[src/rtl/rng_cmd_pkg.sv]
// Package: shared command words, status codes, phase type and the
// phase-to-status mapping for the random source front end.
package rng_cmd_pkg;

    localparam int WORD_W = 32;

    localparam logic [31:0] CMD_RESET    = 32'h0000_0001;
    localparam logic [31:0] CMD_RELEASE  = 32'h0000_0002;
    localparam logic [31:0] CMD_ENABLE   = 32'h8000_0000;
    localparam logic [31:0] CMD_ZEROIZE  = 32'h8000_0004;
    localparam logic [31:0] CMD_ACK_ZERO = 32'h8000_0008;
    localparam logic [31:0] CMD_READ_ACK = 32'h8000_000F;

    localparam logic [7:0] ST_NONE    = 8'h00;
    localparam logic [7:0] ST_RST_ACK = 8'hAC;
    localparam logic [7:0] ST_OK      = 8'h57;
    localparam logic [7:0] ST_BAD     = 8'hFA;
    localparam logic [7:0] ST_FRESH   = 8'hED;

    typedef enum logic [3:0] {
        PH_OFF, PH_HELD, PH_IDLE, PH_ARMED, PH_TEST,
        PH_PASS, PH_FAIL, PH_GEN, PH_READY, PH_ACKED
    } phase_t;

    typedef struct packed {
        logic rst_cmd;
        logic rel;
        logic enable;
        logic zeroize;
        logic ack_zero;
        logic read_ack;
    } cmd_t;

    // Maps each phase to the one-byte code the host sees.
    function automatic logic [7:0] status_of(phase_t p);
        case (p)
            PH_HELD:  return ST_RST_ACK;
            PH_PASS:  return ST_OK;
            PH_FAIL:  return ST_BAD;
            PH_READY: return ST_FRESH;
            default:  return ST_NONE;
        endcase
    endfunction

endpackage

[src/rtl/rng_cmd_decode.sv]
// Command decoder: turns a bus write to the control offset into at most
// one command flag. Assumes commands are whole 32-bit words; anything
// else (or a write elsewhere) yields no flag.
module rng_cmd_decode
    import rng_cmd_pkg::*;
#(
    parameter int ADDR_W   = 8,
    parameter int CTRL_OFF = 0
) (
    input  logic              wr,
    input  logic [ADDR_W-1:0] addr,
    input  logic [31:0]       wdata,
    output cmd_t              cmd
);
    localparam logic [ADDR_W-1:0] CTRL_A = ADDR_W'(CTRL_OFF);

    logic hit;

    // Qualify the write and compare against each defined word.
    always_comb begin
        hit          = wr && (addr == CTRL_A);
        cmd          = '0;
        cmd.rst_cmd  = hit && (wdata == CMD_RESET);
        cmd.rel      = hit && (wdata == CMD_RELEASE);
        cmd.enable   = hit && (wdata == CMD_ENABLE);
        cmd.zeroize  = hit && (wdata == CMD_ZEROIZE);
        cmd.ack_zero = hit && (wdata == CMD_ACK_ZERO);
        cmd.read_ack = hit && (wdata == CMD_READ_ACK);
    end
endmodule

[src/rtl/rng_health_check.sv]
// Startup health check: streams SAMPLES entropy words and flags a repeat
// run longer than REP_LIMIT or a bit stuck at one value in all samples.
// Assumes the caller asserts clear before a test and gates valid to the
// test window. 'last' marks the final sample; 'pass_now' is the verdict
// including the sample presented in that cycle.
module rng_health_check #(
    parameter int WORD_W    = 32,
    parameter int SAMPLES   = 64,
    parameter int REP_LIMIT = 3
) (
    input  logic              clk,
    input  logic              rst_n,
    input  logic              clear,
    input  logic              valid,
    input  logic [WORD_W-1:0] sample,
    output logic              last,
    output logic              pass_now
);
    localparam int CNT_W = $clog2(SAMPLES + 1);

    logic [CNT_W-1:0]  cnt, run, run_nx;
    logic [WORD_W-1:0] prev, and_acc, or_acc, and_nx, or_nx;
    logic              rep_bad, rep_bad_nx, first, stuck;

    // Next-state of the run length and the bitwise accumulators.
    always_comb begin
        first      = (cnt == '0);
        run_nx     = (!first && sample == prev) ? CNT_W'(run + 1'b1) : CNT_W'(1);
        rep_bad_nx = rep_bad || (run_nx > CNT_W'(REP_LIMIT));
        and_nx     = first ? sample : (and_acc & sample);
        or_nx      = first ? sample : (or_acc | sample);
        stuck      = (|(~or_nx)) || (|and_nx);
        last       = valid && (cnt == CNT_W'(SAMPLES - 1));
        pass_now   = !rep_bad_nx && !stuck;
    end

    // Sample bookkeeping, cleared at the start of each test.
    always_ff @(posedge clk) begin
        if (!rst_n || clear) begin
            cnt     <= '0;
            run     <= '0;
            prev    <= '0;
            and_acc <= '0;
            or_acc  <= '0;
            rep_bad <= 1'b0;
        end else if (valid) begin
            cnt     <= CNT_W'(cnt + 1'b1);
            run     <= run_nx;
            prev    <= sample;
            and_acc <= and_nx;
            or_acc  <= or_nx;
            rep_bad <= rep_bad_nx;
        end
    end
endmodule

[src/rtl/rng_word_latch.sv]
// Random word holding register: loads one word, clears on request.
// Assumes clear and load are never asked for in the same cycle; clear wins.
module rng_word_latch #(
    parameter int WORD_W = 32
) (
    input  logic              clk,
    input  logic              rst_n,
    input  logic              clear,
    input  logic              load,
    input  logic [WORD_W-1:0] din,
    output logic [WORD_W-1:0] dout
);
    // Hold, clear or capture the word.
    always_ff @(posedge clk) begin
        if (!rst_n || clear) dout <= '0;
        else if (load)       dout <= din;
    end
endmodule

[src/rtl/rng_cmd_ctrl.sv]
// Random source command/status front end (top). Decodes host commands,
// sequences reset -> release -> enable -> zeroize/self-test -> generate,
// and hands out one word per read-acknowledge/enable handshake.
// Assumes a single-cycle write strobe and combinational reads.
module rng_cmd_ctrl
    import rng_cmd_pkg::*;
#(
    parameter int ADDR_W       = 8,
    parameter int TEST_SAMPLES = 64,
    parameter int REP_LIMIT    = 3
) (
    input  logic              clk,
    input  logic              rst_n,
    input  logic              bus_wr,
    input  logic [ADDR_W-1:0] bus_addr,
    input  logic [31:0]       bus_wdata,
    output logic [31:0]       bus_rdata,
    input  logic              ent_valid,
    input  logic [31:0]       ent_word
);
    localparam int                CTRL_OFF = 0;
    localparam logic [ADDR_W-1:0] CTRL_A   = ADDR_W'(CTRL_OFF);
    localparam logic [ADDR_W-1:0] STAT_A   = ADDR_W'(4);

    cmd_t              cmd;
    phase_t            phase, phase_nx;
    logic              word_clr, word_ld, hc_clr, hc_valid, hc_last, hc_pass;
    logic [WORD_W-1:0] word;
    logic [7:0]        status_code;

    rng_cmd_decode #(.ADDR_W(ADDR_W), .CTRL_OFF(CTRL_OFF)) u_dec (
        .wr(bus_wr), .addr(bus_addr), .wdata(bus_wdata), .cmd(cmd)
    );

    rng_health_check #(.WORD_W(WORD_W), .SAMPLES(TEST_SAMPLES), .REP_LIMIT(REP_LIMIT)) u_hc (
        .clk(clk), .rst_n(rst_n), .clear(hc_clr), .valid(hc_valid),
        .sample(ent_word), .last(hc_last), .pass_now(hc_pass)
    );

    rng_word_latch #(.WORD_W(WORD_W)) u_word (
        .clk(clk), .rst_n(rst_n), .clear(word_clr), .load(word_ld),
        .din(ent_word), .dout(word)
    );

    // Phase transitions; reset command overrides everything else.
    always_comb begin
        phase_nx = phase;
        word_clr = 1'b0;
        word_ld  = 1'b0;
        hc_clr   = 1'b0;
        hc_valid = 1'b0;
        if (cmd.rst_cmd) begin
            phase_nx = PH_HELD;
            word_clr = 1'b1;
            hc_clr   = 1'b1;
        end else begin
            case (phase)
                PH_HELD:  if (cmd.rel)    phase_nx = PH_IDLE;
                PH_IDLE:  if (cmd.enable) phase_nx = PH_ARMED;
                PH_ARMED: if (cmd.zeroize) begin
                    phase_nx = PH_TEST;
                    word_clr = 1'b1;
                    hc_clr   = 1'b1;
                end
                PH_TEST: begin
                    hc_valid = ent_valid;
                    if (hc_last) phase_nx = hc_pass ? PH_PASS : PH_FAIL;
                end
                PH_PASS:  if (cmd.ack_zero) phase_nx = PH_GEN;
                PH_GEN:   if (ent_valid) begin
                    phase_nx = PH_READY;
                    word_ld  = 1'b1;
                end
                PH_READY: if (cmd.read_ack) begin
                    phase_nx = PH_ACKED;
                    word_clr = 1'b1;
                end
                PH_ACKED: if (cmd.enable) phase_nx = PH_GEN;
                default:  phase_nx = phase;
            endcase
        end
    end

    // Phase register.
    always_ff @(posedge clk) begin
        if (!rst_n) phase <= PH_OFF;
        else        phase <= phase_nx;
    end

    assign status_code = status_of(phase);

    // Read mux: word only while fresh, status byte, zero elsewhere.
    always_comb begin
        if (bus_addr == CTRL_A)      bus_rdata = (phase == PH_READY) ? word : '0;
        else if (bus_addr == STAT_A) bus_rdata = {24'h0, status_code};
        else                         bus_rdata = '0;
    end
endmodule

[config.mk]
export PLATFORM = sky130hd
export DESIGN_NAME = rng_cmd_ctrl
export DESIGN_NICKNAME = d
export VERILOG_FILES = /design/src/rtl/rng_cmd_pkg.sv /design/src/rtl/rng_cmd_decode.sv /design/src/rtl/rng_health_check.sv /design/src/rtl/rng_word_latch.sv /design/src/rtl/rng_cmd_ctrl.sv
export SDC_FILE = /design/constraint.sdc
export NUM_CORES = 1
export LEC_CHECK = 0
export ABC_CLOCK_PERIOD_IN_PS = 10200
export BUFFER_PORTS_ARGS = -buffer_cell sky130_fd_sc_hd__buf_2
export CORE_ASPECT_RATIO = 1.5
export CORE_MARGIN = 2
export CORE_UTILIZATION = 45
export DETAILED_ROUTE_END_ITERATION = 7
export PLACE_DENSITY = 0.66
export SYNTH_ARGS = -nofsm -noshare
export SYNTH_HDL_FRONTEND = slang
export SYNTH_HIERARCHICAL = 1
export SYNTH_SLANG_ARGS = --single-unit
[constraint.sdc]
create_clock -name clk -period 10.2 [get_ports clk]
set_input_delay 2.04 -clock clk [delete_from_list [all_inputs] [get_ports clk]]
set_output_delay 2.04 -clock clk [all_outputs]
set_load 0.1 [all_outputs]
Word-level counts from Yosys, hierarchy flattened:

Index checks and enable logic that the tools add are counted.
W data, S select, Z words.

* equality and inequality tests: 34
* bitwise gates (word level): 4
* magnitude comparators: 1
* reduce and logical (&&, ||, !) cells: 27
* multiplexer cells: 29
* add/sub/neg operators: 2

Operator list (count)
* $eq A32 B32 Y1 const B: 4
* $mux W32: 4
* $reduce_or A32 Y1: 2
* $and A32 B32 Y32: 1
* $eq A32 B1 Y1 const B: 1
* $eq A32 B2 Y1 const B: 1
* $eq A32 B32 Y1: 1
* $mux W4: 8
* $not A32 Y32: 1
* $or A32 B32 Y32: 1
* $pmux W4 S8: 1
* $pmux W8 S4: 1
* $ne A3 B3 Y1 const B: 8
* $reduce_and A9 Y1: 2
* $eq A4 B3 Y1 const B: 4
* $ne A2 B2 Y1 const B: 8
* $add A7 B1 Y7 const B: 2
* $mux W1: 11
* $logic_and A1 B1 Y1: 10
* $reduce_bool A9 Y1: 1
* $eq A4 B2 Y1 const B: 2
* $eq A4 B4 Y1 const B: 2
* $eq A8 B3 Y1 const B: 1
* $logic_not A8 Y1: 1
* other kinds (13): 19

* output and inout bits: 32
* flip-flop bits (word level): 147
* logic and storage cells: 106

Depth between registers and ports, before layout:

Gate-level depths: netlist of run 1.

* word-level depth: 12
* mapped depth: 12
* mapped depth without buffers: 12

By module:

The synthesis of run 1 kept the hierarchy.

By module, submodules not included
* rng_health_check: cells an instance 484, instances 1, area an instance 4957.3 um^2
* rng_word_latch: cells an instance 104, instances 1, area an instance 1173.6 um^2
* rng_cmd_ctrl: cells an instance 119, instances 1, area an instance 827.0 um^2
* rng_cmd_decode: cells an instance 30, instances 1, area an instance 206.4 um^2

Worst setup path before layout of run 1:

OpenSTA, ideal clock, no wires.

* path kind: in2out
* start point: in bus_addr[5]
* end point: out bus_rdata[0]
* data arrival time: 5158 ps
* cell stages on the path: 4
* data required time: 8160 ps
* buffers on the path: 0
* slack: 3002 ps
* cells stage by stage: or4_4 nor4_4 nand2_1 o31ai_1

* longest elaborated chain between the ends: 3
* elaborated cells on any way between the ends: 4

RTL lines
* from (decl): RTL line rng_cmd_ctrl.sv:15 `input logic [ADDR_W-1:0] bus_addr,`
* $eq A8 B3 Y1: RTL line rng_cmd_ctrl.sv:95 `else if (bus_addr == STAT_A) bus_rdata = {24'h0, status_code};`
* $mux W8: RTL line rng_cmd_ctrl.sv:95
* $mux W32 *: RTL line rng_cmd_ctrl.sv:94 `if (bus_addr == CTRL_A) bus_rdata = (phase == PH_READY) ? word : '0;`
* to (decl): RTL line rng_cmd_ctrl.sv:17 `output logic [31:0] bus_rdata,`

Mark *: on every way between the ends. The rest lies on a longest branch, timed or not.

Final worst setup path of run 1:

* start point: in bus_addr[5]
* end point: out bus_rdata[2]

Same word-level chain as after synthesis.

==> metrics.md, run 1 <==
| Metric | Value |
|---|---|
| Hold Path Origin | u_word/dout[15]$_SDFFE_PP0P_ |
| Sw Share | roughly a quarter |
| WL/cell | roughly 18 um |
| Starting Density | a little under half |
| Power density over the cells | between 100 and 150 nW/um2 |
| Syn Area/Cell | around 10 um2 |
| Arrival @ worst endpoint | roughly 4600 ps |
| Routed WL | between 15 and 20 mm |
| Final worst path period share | roughly two thirds |
| Setup Fix Bufs, Post-CTS | 0 |
| Setup ws final | 3566 ps |
| Combinational Power Share | under 10% |
| Clk Latency, worst-skew pair | approximately 420 ps |
| Max Cap Viol | 0 |
| Clock Sinks | ~150 |
| Tmin final | 6634 ps |
| Yosys top cell by area | dfxtp_1 |
| CP Capture Type | output port |
| H-tree levels | 4 |
| Core Region | around 16000 um2 |
| Leakage | a little under 3 nW |
| Slew headroom | a little under a fifth |
| Clock transition at path regs | about 60 ps |
| Worst-margin pin slew | roughly 1200 ps |
| GPL Wtd Cong | approximately 0.79 |
| Post-Syn Instances | between 700 and 800 |
| Slew Limit Fails | 0 |
| First-pass GRT wire length | 30.50 mm |
| Post-CTS resize count | 0 |
| Top-area cell type share of the netlist area | roughly two fifths |
| Congestion Overflow GR | 0 |
| Die Height | between 150 and 200 um |
| Clk_skew | approximately 10 ps |
| DRC Markers | 0 |
| Layout cells sized above 1 | around 28% |
| Post-route ant nets | 0 |
| Detailed-route via count | about 6000 |
| Hold_buf cts | 0 |
| Sum of negative setup slack | 0 ps |
| Area growth, synth to finish | 15.49% |
| Status | completed |
| Seq pwr share | a little under half |
| Final setup viols | 0 |
| Sequential-to-total area share from yosys stat | 41.08% |
| Post-synth net total | approximately 820 |
| # IOs | ~110 |
| Worst Setup Start Kind | input pin |
| FF-to-FF Start | phase[2]$_SDFFE_PP0P_ |
| Critical path class | in2out |
| Most frequent cells in the layout | 147 x dfxtp_1, 129 x nor2_1, 107 x buf_2, 65 x mux2i_1, 36 x nand2_1 |
| Mapped cell area | 7164 um2 |
| Number of synthesized register bits | between 100 and 150 |
| Pre-CTS setup slack | 3635 ps |
| Unrepaired setup endpoints after global routing | false |
| Cell row count | between 50 and 60 |
| Antenna violations before repair | 0 |
| Clock power share | between 40% and 50% |
| Port Buf Inserts | 107 |
| Layout Nets | 900 |
| Largest net degree at the start of global routing | between 80 and 90 |
| Most used DFF post-synth | dfxtp_1 |
| YS warnings | 6 |
| Switching power total | 314.9 uW |
| Die X | about 110 um |
| Hold WC Path Type | reg2reg |
| Post-synth cell types | 72 |
| # diodes | 0 |
| Number of synthesized flops with an enable pin | 0 |
| Total CTS buffers | 17 |
| TritonCTS clock tree | yes |
| Top post-synthesis cells by area | dfxtp_1 41%, mux2i_1 9.1%, nor2_1 6.8% |
| Dpl hpwl | between 10 and 15 mm |
| Drt first pass iters | 5 |
| Via density per instance | 5.702 |
| Die ar. | 16970 um2 |
| Int Pwr | 916.4 uW |
| Commonest non-fill, non-tap cell in the layout | dfxtp_1 |
| Peak Freq | roughly 150 MHz |
| Crit path required time | ~8200 ps |
| Total chip power | 1.231 mW |
| Share of flip-flops with an asynchronous set or reset | 0% |
| DRT iter0 DRCs | around 330 |
| Clock Path Buffers | 2 |
| GR Util All Layers | between 20% and 30% |
| Worst vdd rail ir drop | 0.0001069 V |
| FILL cells | 1394 |
| Crit. Startpoint | bus_addr[5] |
| Hold Vio Cnt, Final | 0 |
| Root Driver | clkbuf_16 |
| Crit path max fanout | 32 |
| Vias in the first global route | roughly 6000 |
[cells by family (layout without fill, tap and decap cells)]
group                      after synthesis  in the layout  share of synthesized area, %
DFF                                    147            147                         41.08
xor gates and xnor gates                37             37                         4.523
buffers and inverters                   54            151                         4.541
AOI/OAI and AO/OA                      138            138                         17.95
adders and majority gates                3              3                        0.5240
muxes                                   66             66                         9.238
and+or+nand+nor                        292            292                         22.14
[metal layers]
metal  vias to the layer above  wire length (um)  track usage [%]
met5                         -                 0                0
met1                      2846              7480            25.95
met4                         0               726            10.95
met2                       165              9874            41.65
li1                       2868                 -                -
met3                        34               769            4.134
[Yosys cell counts, drive strengths merged (5+ instances only)]
cell type,n
dfxtp,147
nor2,130
mux2i,65
nand2,37
a22oi,34
o221a,33
xnor2,32
buf,25
and2,24
nor4,24
clkbuf,23
nand4,18
a21oi,11
nand3,11
o21ai,10
nor3,9
o22ai,8
nor3b,7
inv,6
nand2b,6
xor2,5
[power by group through the flow]
stage	sequential [mW]	combinational (mW)	clock, mW
final	0.574	0.0640	0.594
after global routing	0.573	0.0691	0.632
after CTS	0.574	0.0645	0.604
after detailed placement	0.587	0.0645	0
after global placement	0.587	0.0629	0
after floorplan	0.587	0.0230	0
[registers in the layout, indices dropped and copies added, names as in the netlist]
signal	cells
u_hc/and_acc	32
u_hc/or_acc	32
u_hc/prev	32
u_word/dout	32
u_hc/cnt	7
u_hc/run	7
phase	4
u_hc/rep_bad	1
[critical path: stages]
cell	delay (ps)
buf_2	120
or4_4	550
nor4_4	220
nor3b_4	920
nand2_1	150
o31ai_1	110
buf_2	470
[metrics by stage]
| stage | hold slack (ps) | utilization (%) | cells | cell area (um2) |
|---|---|---|---|---|
| floorplan | 419.2 | - | 737 | 7164 |
| global placement | 465.7 | 49.37 | 1005 | 7714 |
| detailed placement | 476.9 | 49.37 | 1005 | 7714 |
| CTS | 487.6 | 52.95 | 1037 | 8274 |
| global route | 503.5 | 52.95 | 1037 | 8274 |
| finish | 487.1 | 52.95 | 1037 | 8274 |
[cell type report]
cell class / instances / area [um2] / share of cell area [%]
clock buffers: 17 / 425.4 / 5.141
clock inverters: 15 / 135.1 / 1.633
inverters: 6 / 22.52 / 0.2722
multi-input cells: 536 / 3914 / 47.30
flip-flops and latches: 147 / 2943 / 35.57
well taps: 203 / 254.0 / 3.070
repair buffers: 113 / 580.6 / 7.016
[path summary, 6_finish.rpt]
path                                  endpoint  slack [ps]  cells after the start
setup / recovery                  bus_rdata[2]        3570                      7
hold / removal    u_word/dout[15]$_SDFFE_PP0P_         490                      2
setup reg to reg         phase[2]$_SDFFE_PP0P_        6630                     11
hold reg to reg   u_word/dout[15]$_SDFFE_PP0P_         490                      2
(Power assumes the default switching activity.)
==> run 2: changes to the inputs <==
--- a/config.mk
+++ b/config.mk
@@ -5,13 +5,14 @@
 export SDC_FILE = /design/constraint.sdc
 export NUM_CORES = 1
 export LEC_CHECK = 0
-export ABC_CLOCK_PERIOD_IN_PS = 10200
+export ABC_AREA = 1
+export ABC_CLOCK_PERIOD_IN_PS = 6100
 export BUFFER_PORTS_ARGS = -buffer_cell sky130_fd_sc_hd__buf_2
 export CORE_ASPECT_RATIO = 1.5
 export CORE_MARGIN = 2
 export CORE_UTILIZATION = 45
 export DETAILED_ROUTE_END_ITERATION = 7
-export PLACE_DENSITY = 0.66
+export PLACE_DENSITY = 0.69
 export SYNTH_ARGS = -nofsm -noshare
 export SYNTH_HDL_FRONTEND = slang
 export SYNTH_HIERARCHICAL = 1
==> constraint.sdc (replaced) <==
create_clock -name clk -period 6.1 [get_ports clk]
set_input_delay 1.22 -clock clk [delete_from_list [all_inputs] [get_ports clk]]
set_output_delay 1.22 -clock clk [all_outputs]
set_load 0.1 [all_outputs]
==> metrics.md, run 2 <==
| Metric | Value |
|---|---|
| Most common cell in the synthesized netlist | nand2_1 (was dfxtp_1) |
| Setup Fix Bufs, Post-CTS | 0 (unchanged) |
| Status | completed (unchanged) |
| Worst-margin pin slew | 838.4 ps (was 1222 ps) |
| Commonest non-fill, non-tap cell in the layout | nand2_1 (was dfxtp_1) |
| Post-synth cell types | 44 (was 72) |
| Hold WS | 453.6 ps (was 487.1 ps) |
| Mapped cell area | 7528 um2 (was 7164 um2) |
| DRT iter0 DRCs | 502 (was 333) |
| Congestion Overflow GR | 0 (unchanged) |
| WL/cell | 14.40 um (was 18.18 um) |
| Drt first pass iters | 6 (was 5) |
| Hold WC Path Type | reg2reg (unchanged) |
| Final non-filler cell total | 1434 (was 1037) |
| Family with the most delay on the worst path | simple AND/OR/NAND/NOR gates (unchanged) |
| Total CTS buffers | 17 (unchanged) |
| Most used DFF post-synth | dfxtp_1 (unchanged) |
| CP Capture Type | output port (unchanged) |
| Clk Latency, worst-skew pair | 420 ps (about the same) |
| Crit. Startpoint | bus_addr[4] (was bus_addr[5]) |
| Routed WL | 20.65 mm (was 18.85 mm) |
| Top-area cell type share of the netlist area | 39.09% (was 41.08%) |
| Worst path slowest cell | buf_2 (was nor3b_4) |
| Placed cells | 1403 (was 1005) |
| FILL cells | 1662 (was 1394) |
| Number of synthesized flops with an enable pin | 0 (unchanged) |
| Reg area | 2943 um2 (unchanged) |
| Area growth, synth to finish | 15.81% (was 15.49%) |
| Hold Vio Cnt, Final | 0 (unchanged) |
| Core Region | 16260 um2 (was 15630 um2) |
| Synth top cells by count | 337 x nand2_1, 161 x a21oi_1, 147 x dfxtp_1 (was 147 x dfxtp_1, 130 x nor2_1, 65 x mux2i_1) |
| Dpl hpwl | 14.72 mm (was 13.34 mm) |
| # diodes | 0 (unchanged) |
| FF-to-FF Start | u_hc/cnt[0]$_SDFFE_PP0P_ (was phase[2]$_SDFFE_PP0P_) |
| DRC Markers | 0 (unchanged) |
| GR Util All Layers | 23.69% (was 23.04%) |
| Largest net degree at the start of global routing | 52 (was 81) |
| Die ar. | 17800 um2 (was 16970 um2) |
| Leakage | 3.452 nW (was 2.962 nW) |
| Slew Limit Fails | 0 (unchanged) |
| Slew headroom | 44.02% (was 18.34%) |
| Post-route ant nets | 0 (unchanged) |
| Cell row count | 57 (was 56) |
| Worst Setup Start Kind | input pin (unchanged) |
| Clk_skew | 8.731 ps (was 10.49 ps) |
| TritonCTS clock tree | yes (unchanged) |
| Sequential-to-total area share from yosys stat | 39.09% (was 41.08%) |
| Layout Nets | 1295 (was 900) |
| Port Buf Inserts | 107 (unchanged) |
| Clock Sinks | 147 (unchanged) |
| Detailed-route via count | 7225 (was 5913) |
| Arrival @ worst endpoint | 2800 ps (was 4590 ps) |
| Crit path max fanout | 32 (unchanged) |
| Starting Density | 46.30% (was 45.85%) |
| Multi-input combinational cell area | 3797 um2 (was 3914 um2) |
| Post-synth net total | 1210 (was 816) |
| Top post-synthesis cells by area | dfxtp_1 39%, nand2_1 17%, a21oi_1 11% (was dfxtp_1 41%, mux2i_1 9.1%, nor2_1 6.8%) |
| Die X | 109.6 um (was 107.0 um) |
| Yosys top cell by area | dfxtp_1 (unchanged) |
| Share of flip-flops with an asynchronous set or reset | 0% (unchanged) |
| Tmin final | around 4000 ps |
| Post-CTS resize count | 0 (unchanged) |
| Top cell by count, worst path | buf_2 (unchanged) |
| Power density over the cells | 311.1 nW/um2 (was 148.8 nW/um2) |
| YS warnings | 6 (unchanged) |
| Hold Path Origin | u_hc/and_acc[31]$_SDFFE_PP0P_ (was u_word/dout[15]$_SDFFE_PP0P_) |
| Unrepaired setup endpoints after global routing | false (unchanged) |
| Antenna violations before repair | 0 (unchanged) |
| Via density per instance | 5.038 (was 5.702) |
| Sum of negative setup slack | 0 ps (unchanged) |
| Max Cap Viol | 0 (unchanged) |
| Post-Syn Instances | 1131 (was 737) |
| GPL Wtd Cong | 0.8844 (was 0.7887) |
| H-tree levels | 4 (unchanged) |
| Syn Area/Cell | 6.656 um2 (was 9.721 um2) |
| CP Cell Sequence | buf_2, nor3_1, nand3_1, nand3b_4, o211ai_1, buf_2 (was buf_2, or4_4, nor4_4, nor3b_4, nand2_1, o31ai_1, buf_2) |
| Number of synthesized register bits | 147 (unchanged) |
| Clock Path Buffers | 2 (unchanged) |
| Root Driver | clkbuf_16 (unchanged) |
| Worst vdd rail ir drop | 0.0002297 V (was 0.0001069 V) |
| Hold_buf cts | 0 (unchanged) |
| Final worst path period share | 65.91% |
| Critical Path Max Stage Delay | 460 ps (was 920 ps) |
| Die Height | 162.4 um (was 158.5 um) |
| Peak Freq | approximately 250 MHz |
| WP buf/inv | 2 (unchanged) |
| Final setup viols | 0 (unchanged) |
| Vias in the first global route | 6726 (was 5889) |
| Critical path class | in2out (unchanged) |
| Most frequent cells in the layout | 337 x nand2_1, 161 x a21oi_1, 147 x dfxtp_1, 119 x inv_1, 119 x nor2_1 (was 147 x dfxtp_1, 129 x nor2_1, 107 x buf_2, 65 x mux2i_1, 36 x nand2_1) |
| # IOs | 108 (unchanged) |
| Clock transition at path regs | 60 ps (about the same) |
| First-pass GRT wire length | 32.78 mm (was 30.50 mm) |
| Crit path required time | 4880 ps (was 8160 ps) |
| Layout cells sized above 1 | 17.75% (was 27.82%) |
run 2: changes by cell type in the layout (fill, tap and decap cells not counted), sizes merged, moves of 28 or more:
| cell | previous run | this run |
|---|---|---|
| nand2 | 37 | 351 |
| a21oi | 11 | 172 |
| inv | 16 | 128 |
| mux2i | 65 | 0 |
| a22oi | 34 | 0 |
| o221a | 33 | 0 |
| nand3 | 11 | 39 |
run 2: per-stage QoR:
stage	util (%)	area, um2	setup slack (ps)	total power [mW]
finish	53.62	8718	2080	2.712
detailed placement	49.72	8085	2045	1.613
global placement	49.72	8085	2066	1.609
global route	53.62	8718	1906	2.835
CTS	53.62	8718	2042	2.723
floorplan	-	7528	1103	1.475
run 2: layout make-up:
type                            instances  share of cell area, %
Clock buffer                           19                  5.195
Clock inverter                         12                  2.067
Inverter                              127                  5.554
Multi-Input combinational cell        807                  43.56
Sequential cell                       147                  33.75
Tap cell                              206                  2.956
Timing Repair Buffer                  116                  6.917
run 2: cell families (layout without fill, tap and decap cells):
kind of cell               after synthesis  in the layout  share of synthesized area, %
and+or+nand+nor                        561            561                         31.61
buffers and inverters                  177            274                         10.60
DFF                                    147            147                         39.09
AOI/OAI and AO/OA                      228            228                         16.45
adders and majority gates                3              3                        0.4986
xor gates and xnor gates                15             15                         1.745
run 2: final timing paths:
path                                                       to  slack [ps]  cells past startpoint
worst max-delay path                             bus_rdata[2]        2080                      6
worst min-delay path            u_hc/and_acc[31]$_SDFFE_PP0P_         450                      2
worst max register to register          phase[1]$_SDFFE_PP0P_        2520                     19
worst min register to register  u_hc/and_acc[31]$_SDFFE_PP0P_         450                      2
run 2: per-layer routing:
| layer | vias up | global-route usage (%) | part of all wire, % |
|---|---|---|---|
| li1 | 3729 | - | - |
| met1 | 3238 | 27.46 | 40 |
| met2 | 218 | 42.54 | 51 |
| met3 | 40 | 3.481 | 4.8 |
| met4 | 0 | 10.07 | 3.5 |
| met5 | - | 0 | 0 |
run 2: power by group:
group          switching [mW]  leakage (nW)  internal (mW)
Sequential             0.0513          1.19           1.03
Combinational           0.349          1.96          0.164
Clock                   0.408         0.305          0.706
run 2: worst min-delay path: stages, from the launching register on:
cell and delay, ps:
dfxtp_1 310, inv_1 50, a21oi_1 50
